## src/rtl/hazard_unit.sv

```systemverilog
module hazard_unit #(
  parameter int AW = 5,
  parameter int DW = 32
) (
  input  logic [AW-1:0] id_rs1,
  input  logic [AW-1:0] id_rs2,
  input  logic          id_use1,
  input  logic          id_use2,
  input  logic          id_branch,
  input  logic [DW-1:0] rf_rdata1,
  input  logic [DW-1:0] rf_rdata2,
  input  logic [AW-1:0] ex_rs1,
  input  logic [AW-1:0] ex_rs2,
  input  logic [AW-1:0] ex_rd,
  input  logic          ex_regwrite,
  input  logic          ex_memread,
  input  logic [AW-1:0] mem_rd,
  input  logic          mem_regwrite,
  input  logic [AW-1:0] wb_rd,
  input  logic          wb_regwrite,
  input  logic [DW-1:0] wb_wdata,
  output logic [1:0]    fwd_a,
  output logic [1:0]    fwd_b,
  output logic          byp_a,
  output logic          byp_b,
  output logic [DW-1:0] id_opa,
  output logic [DW-1:0] id_opb,
  output logic          pc_hold,
  output logic          ifid_hold,
  output logic          idex_bubble,
  output logic          branch_taken,
  output logic          ifid_flush
);
  localparam logic [AW-1:0] ZERO = '0;

  logic mem_live, wb_live, ld_live, stall;

  assign mem_live = mem_regwrite && (mem_rd != ZERO);
  assign wb_live  = wb_regwrite  && (wb_rd  != ZERO);
  assign ld_live  = ex_memread && ex_regwrite && (ex_rd != ZERO);

  function automatic logic [1:0] pick(input logic [AW-1:0] src);
    if (mem_live && mem_rd == src)     return 2'b10;
    else if (wb_live && wb_rd == src)  return 2'b01;
    else                               return 2'b00;
  endfunction

  assign fwd_a = pick(ex_rs1);
  assign fwd_b = pick(ex_rs2);

  assign byp_a  = wb_live && (wb_rd == id_rs1);
  assign byp_b  = wb_live && (wb_rd == id_rs2);
  assign id_opa = byp_a ? wb_wdata : rf_rdata1;
  assign id_opb = byp_b ? wb_wdata : rf_rdata2;

  assign stall = ld_live && ((id_use1 && ex_rd == id_rs1) ||
                             (id_use2 && ex_rd == id_rs2));

  assign pc_hold     = stall;
  assign ifid_hold   = stall;
  assign idex_bubble = stall;

  assign branch_taken = id_branch && !stall && (id_opa == id_opb);
  assign ifid_flush   = branch_taken;
endmodule

```

## config.mk

```make
export PLATFORM = sky130hd
export DESIGN_NAME = hazard_unit
export DESIGN_NICKNAME = d
export VERILOG_FILES = /design/src/rtl/hazard_unit.sv
export SDC_FILE = /design/constraint.sdc
export NUM_CORES = 1
export LEC_CHECK = 0
export ABC_AREA = 0
export BUFFER_PORTS_ARGS = -buffer_cell sky130_fd_sc_hd__buf_2
export CORE_AREA = 2 2 81 83
export DETAILED_ROUTE_END_ITERATION = 10
export DIE_AREA = 0 0 83 85
export PLACE_DENSITY = 0.72
export SLEW_MARGIN = 20
export SYNTH_ARGS = -nofsm -noshare
export SYNTH_HDL_FRONTEND = slang
export SYNTH_SLANG_ARGS = --single-unit
```

## constraint.sdc

```tcl
create_clock -name vclk -period 3
set_clock_uncertainty 0.2 [all_clocks]
set_input_delay 0.15 -clock vclk [all_inputs]
set_output_delay 0.15 -clock vclk [all_outputs]
set_load 0.01 [all_outputs]
```

==> results.yml, run 1 <==
sta:
  fmax_ghz: 0.323
  setup_viol: 2
  rsz0062_at_grt: "true"
  worstMarginPinSlew_ps: 393
  holdWs_ps: 431
  relSlewSlack_pct: 73.6
  fin_ws_ps: -94.4
  min_period_over_period_pct: 103
  period_minus_slack_ps: 3090
  hold_viol_final: 0
  drv_slew: 0
global_route:
  grt_max_degree: 15
  grt_pass1_wl_um: 12000
  grt_overflow: 0
  antenna_found_initial: 0
  grt_pass1_vias: 2523
  grt_use_total_pct: 20.1
yosys:
  synth_seq_area_share_pct: 0
  synth_cell_types: 30
  synth_area_sq_um: 1780
  syn-num-nets: 335
  synth-compound-area-share_pct: 4.37
  synth.mux.area_fraction_pct: 42.0
  synth_simple_gate_area_share_pct: 12.8
  yosysTopAreaCell: "mux2_2"
  synth-xor-area-share_pct: 35.0
  synthCells: 197
  synth.yosys.warnings: 0
  synth_common_cells: "56 x mux2_2, 50 x xnor2_1, 21 x xor2_1"
  yosysMostFrequentCell: "mux2_2"
  synth_top_family_by_area: "multiplexers"
  yosys-top-cells-area: "mux2_2 36%, xnor2_1 25%, xor2_1 10%"
  synth_fa_ha_area_share_pct: 0
  yosys.area.top_type_share_pct: 35.5
  synth_area_per_cell_sq_um: 9.01
layout:
  areaGrowthSynthToFinish_pct: 89.9
  fin_util_pct: 54.3
  flops_and_latches: 0
  drive_above_1_share_pct: 76.6
  diodes: 0
  fin_nets: 584
  regArea_sq_um: 0
  nClkBuffers: 0
  design_area_sq_um: 3370
detailed_routing:
  via_per_inst: 4.74
  drt_iter0_drc: 25
  wl_met1_um: 3140
  wl_met2_um: 4210
  route.top_layer_used: "met4"
  wirelength_um: 7960
  dr_wl_met3_um: 453
  vias: 2468
  route.detailed.drc: 0
  drtAntennaViolNets: 0
  dr.pass1.iters: 4
  drt-wirelength-per-cell_um: 15.3
setup_path:
  path_cells: "buf_8 > or4_4 > o211ai_4 > nor2_4 > buf_4 > mux2_2 > xnor2_1 > nand4_1 > nor4_2 > buf_4 > and4b_1 > buf_2"
  slowest_delay_ps: 580
  cp.required_ps: 2650
  critPathArrivalTime_ps: 2740
  startpoint_type: "primary input"
  crit_fanout: 5
  cp_common_cell: "buf_4"
  endpoint: "ifid_flush"
  crit_type: "primary input to output port"
  slowest_stage: "or4_4"
  startpoint: "wb_rd[2]"
  cp-end-kind: "output port"
place:
  routabilityCongestion: 0.926
  pre_cts_ws_ps: -266
  place_area_sq_um: 3080
  port-buffer-count: 213
  dpl.hpwl_um: 6580
hold_path:
  min_path_type: "primary input to output port"
power_and_ir_drop:
  power_switching_uw: 214
  swShare_pct: 44.9
  peakVddDrop_v: 0.0000777
  seq_power_share_pct: 0
  internal-power_uw: 263
  clkPwrFrac_pct: 0
  power_per_cell_area_nw_per_um2: 142
  report.power.total_uw: 477
  p_leak_nw: 1.67
  comb_power_share_pct: 100.0
run:
  cap_violations: 0
die:
  start_util_pct: 28.6
  die_area_sq_um: 7060
  die_x_um: 83
  die_h_um: 85
  ios: 213
  rows: 29
  coreArea_sq_um: 6200
outcome:
  violations: "negative setup slack"
  status: "finished, violations left"
## logic make-up (layout without fill, tap and decap cells)
kind of cell              after synthesis  in the layout
AOI/OAI and AO/OA                      10             10
muxes                                  64             64
and+or+nand+nor                        37             38
xor gates and xnor gates               71             71
buffers and inverters                  15            261
## per-stage QoR
stage          cells  TNS, ps
6_report         521     -165
5_1_grt          521     -520
4_1_cts          517     -214
3_5_place_dp     504     -510
3_3_place_gp     504     -426
2_1_floorplan    197        0
## area by class of cell
type                            count  area (sq um)
Fill cell                         586          2830
Multi-Input combinational cell    183          1800
Timing Repair Buffer              260          1470
Tap cell                           77          96.3
Inverter                            1          3.75
## layer usage
layer,GRT usage (%),vias to the layer above
met5,0,-
met4,2.68,0
met3,1.26,10
met2,39.7,124
met1,24.4,1125
li1,-,1209
## what timing repair did
action,in CTS,in global routing
pin swaps,11,9
gates resized for setup,19,10
hold buffers,0,0
setup buffers,13,3
gates cloned,0,1
endpoints found under the setup margin,2,2
## critical path: cells and delay by family
kind                      cells  cell delay (ps)
and+or+nand+nor               5             1330
AOI/OAI and AO/OA             1              240
buffers and inverters         4              560
muxes                         1              310
xor gates and xnor gates      1              150
## how the worst min path moves through the flow
stage                             start           to  slack, ps  cells past startpoint
final                     rf_rdata2[25]   id_opb[25]        430                      3
after global routing      rf_rdata2[25]   id_opb[25]        450                      3
after CTS                 rf_rdata2[25]   id_opb[25]        430                      3
after detailed placement  rf_rdata2[25]   id_opb[25]        430                      3
after global placement    rf_rdata2[25]   id_opb[25]        430                      3
after floorplan              ex_memread  idex_bubble        250                      2
## layout by cell type, fill, tap and decap left out, drive strengths merged
cell / synthesis / final
o21a: 1 / 1
a21oi: 2 / 2
nor3: 4 / 4
nand2b: 1 / 1
inv: 1 / 1
o21bai: 1 / 1
o31ai: 1 / 1
nand3: 4 / 4
xnor2: 50 / 50
nand4b: 1 / 1
buf: 11 / 260
nor2: 3 / 4
nand2: 2 / 2
o21ai: 1 / 1
or4: 3 / 3
xor2: 21 / 21
nand4: 10 / 10
mux2: 63 / 63
and4b: 1 / 1
mux2i: 1 / 1
o211ai: 3 / 3
nor4: 8 / 8
a22oi: 1 / 1
## power groups by stage
| stage | Sequential (mW) | Clock (mW) | Combinational (mW) |
|---|---|---|---|
| 5_1_grt | 0 | 0 | 0.514 |
| 3_5_place_dp | 0 | 0 | 0.439 |
| 2_1_floorplan | 0 | 0 | 0.224 |
| 4_1_cts | 0 | 0 | 0.463 |
| 6_report | 0 | 0 | 0.477 |
| 3_3_place_gp | 0 | 0 | 0.430 |
(Power assumes the default switching activity.)
==> inputs of run 2 (changes only) <==
Settings changed: GPL_TIMING_DRIVEN from default to 0, SETUP_SLACK_MARGIN from default to 0.02.
==> run 2 against run 1 <==
The flow still finishes with violations (negative setup slack). Hold slack gained 2.3 ps. Non-clock buffer count shrank 27. Highest routed layer unchanged. Combinational power shrank 9.2%. First-iteration DRC count is the same. Critical path type unchanged. Largest cell class unchanged. Fmax shrank 2.7%. Final cell count shrank 5.2%. Flip-flop and latch count is the same.
==> results.yml, run 2 (synthesized netlist as in run 1, its figures left out) <==
die:
  ios: 213
  die_h_um: 85
  die_x_um: 83
  rows: 29
  die_area_sq_um: 7060
  start_util_pct: 28.6
  coreArea_sq_um: 6200
hold_path:
  min_path_type: "primary input to output port"
layout:
  fin_util_pct: 50.5
  final_cell_mix: "210 x buf_2, 54 x mux2_2, 46 x xnor2_1"
  nClkBuffers: 0
  drive_above_1_share_pct: 73.8
  final_common_cell: "buf_2"
  fin_nets: 556
  regArea_sq_um: 0
  areaGrowthSynthToFinish_pct: 76.5
  flops_and_latches: 0
  design_area_sq_um: 3130
sta:
  drv_slew: 0
  worstMarginPinSlew_ps: 396
  tns_ps: -297
  period_minus_slack_ps: 3180
  min_period_over_period_pct: 106
  fin_ws_ps: -179
  fmax_ghz: 0.315
  relSlewSlack_pct: 73.4
  hold_viol_final: 0
  rsz0062_at_grt: "true"
  setup_viol: 2
detailed_routing:
  drtAntennaViolNets: 0
  dr.pass1.iters: 4
  route.detailed.drc: 0
  drt_iter0_drc: 25
  drt-wirelength-per-cell_um: 14.7
  wirelength_um: 7270
  vias: 2352
  via_per_inst: 4.76
global_route:
  grt_use_total_pct: 18.9
  grt_pass1_vias: 2455
  grt_pass1_wl_um: 11300
  grt_overflow: 0
  grt_max_degree: 11
  antenna_found_initial: 1
power_and_ir_drop:
  p_leak_nw: 1.53
  power_per_cell_area_nw_per_um2: 138
  peakVddDrop_v: 0.0000770
  report.power.total_uw: 433
place:
  dpl.hpwl_um: 6410
  place_area_sq_um: 2910
  pre_cts_ws_ps: -738
  routabilityCongestion: 0.920
  port-buffer-count: 208
setup_path:
  startpoint_type: "primary input"
  cp.required_ps: 2650
  crit_type: "primary input to output port"
  cp-end-kind: "output port"
  critPathArrivalTime_ps: 2830
  crit_fanout: 6
outcome:
  violations: "negative setup slack"
  status: "finished, violations left"
run:
  cap_violations: 0
cts:
  ctsHoldBuffers: 0
-- run 2: repair_timing --
item | CTS | global route
endpoints found under the setup margin | 2 | 2
buffers inserted | 11 | 0
gates resized for setup | 25 | 3
pin swaps | 12 | 1
-- run 2: layout make-up --
| cell class | instances | area (sq um) |
|---|---|---|
| Fill cell | 585 | 3070 |
| Multi-Input combinational cell | 182 | 1760 |
| Timing Repair Buffer | 219 | 1130 |
| Buffer | 14 | 141 |
| Tap cell | 77 | 96.3 |
| Inverter | 1 | 3.75 |
| Antenna cell | 1 | 2.50 |
-- run 2: critical path, stage by stage --
cell and delay (ps):
clkbuf_16 120, or4_4 570, o211ai_4 240, nor2_4 80
buf_8 140, mux2_4 310, xnor2_2 170, nand4_1 180
nor4_4 350, and4b_2 300, buf_4 110, buf_6 90
-- run 2: report_power, final --
group,total [mW],internal (mW),switching [mW],leakage (nW)
Sequential,0,0,0,0
Clock,0.0000000445,0.0000000445,0,0.00000634
Combinational,0.433,0.234,0.199,1.53
-- run 2: worst paths after layout --
check / start / to / slack, ps / cells past startpoint
setup / recovery: wb_rd[3] / ifid_flush / -180 / 12
hold / removal: rf_rdata1[21] / id_opa[21] / 430 / 3
-- run 2: routing by layer --
metal	up-vias	GRT usage, %	routed length, um
li1	1154	-	-
met1	1060	21.7	2810
met2	126	37.2	3820
met3	12	2.33	462
met4	0	4.02	175
met5	-	0	0
-- run 2: metrics by stage --
step	instances	hold slack [ps]
global placement	482	432
detailed placement	482	435
CTS	493	437
global route	494	449
floorplan	197	245
finish	494	433
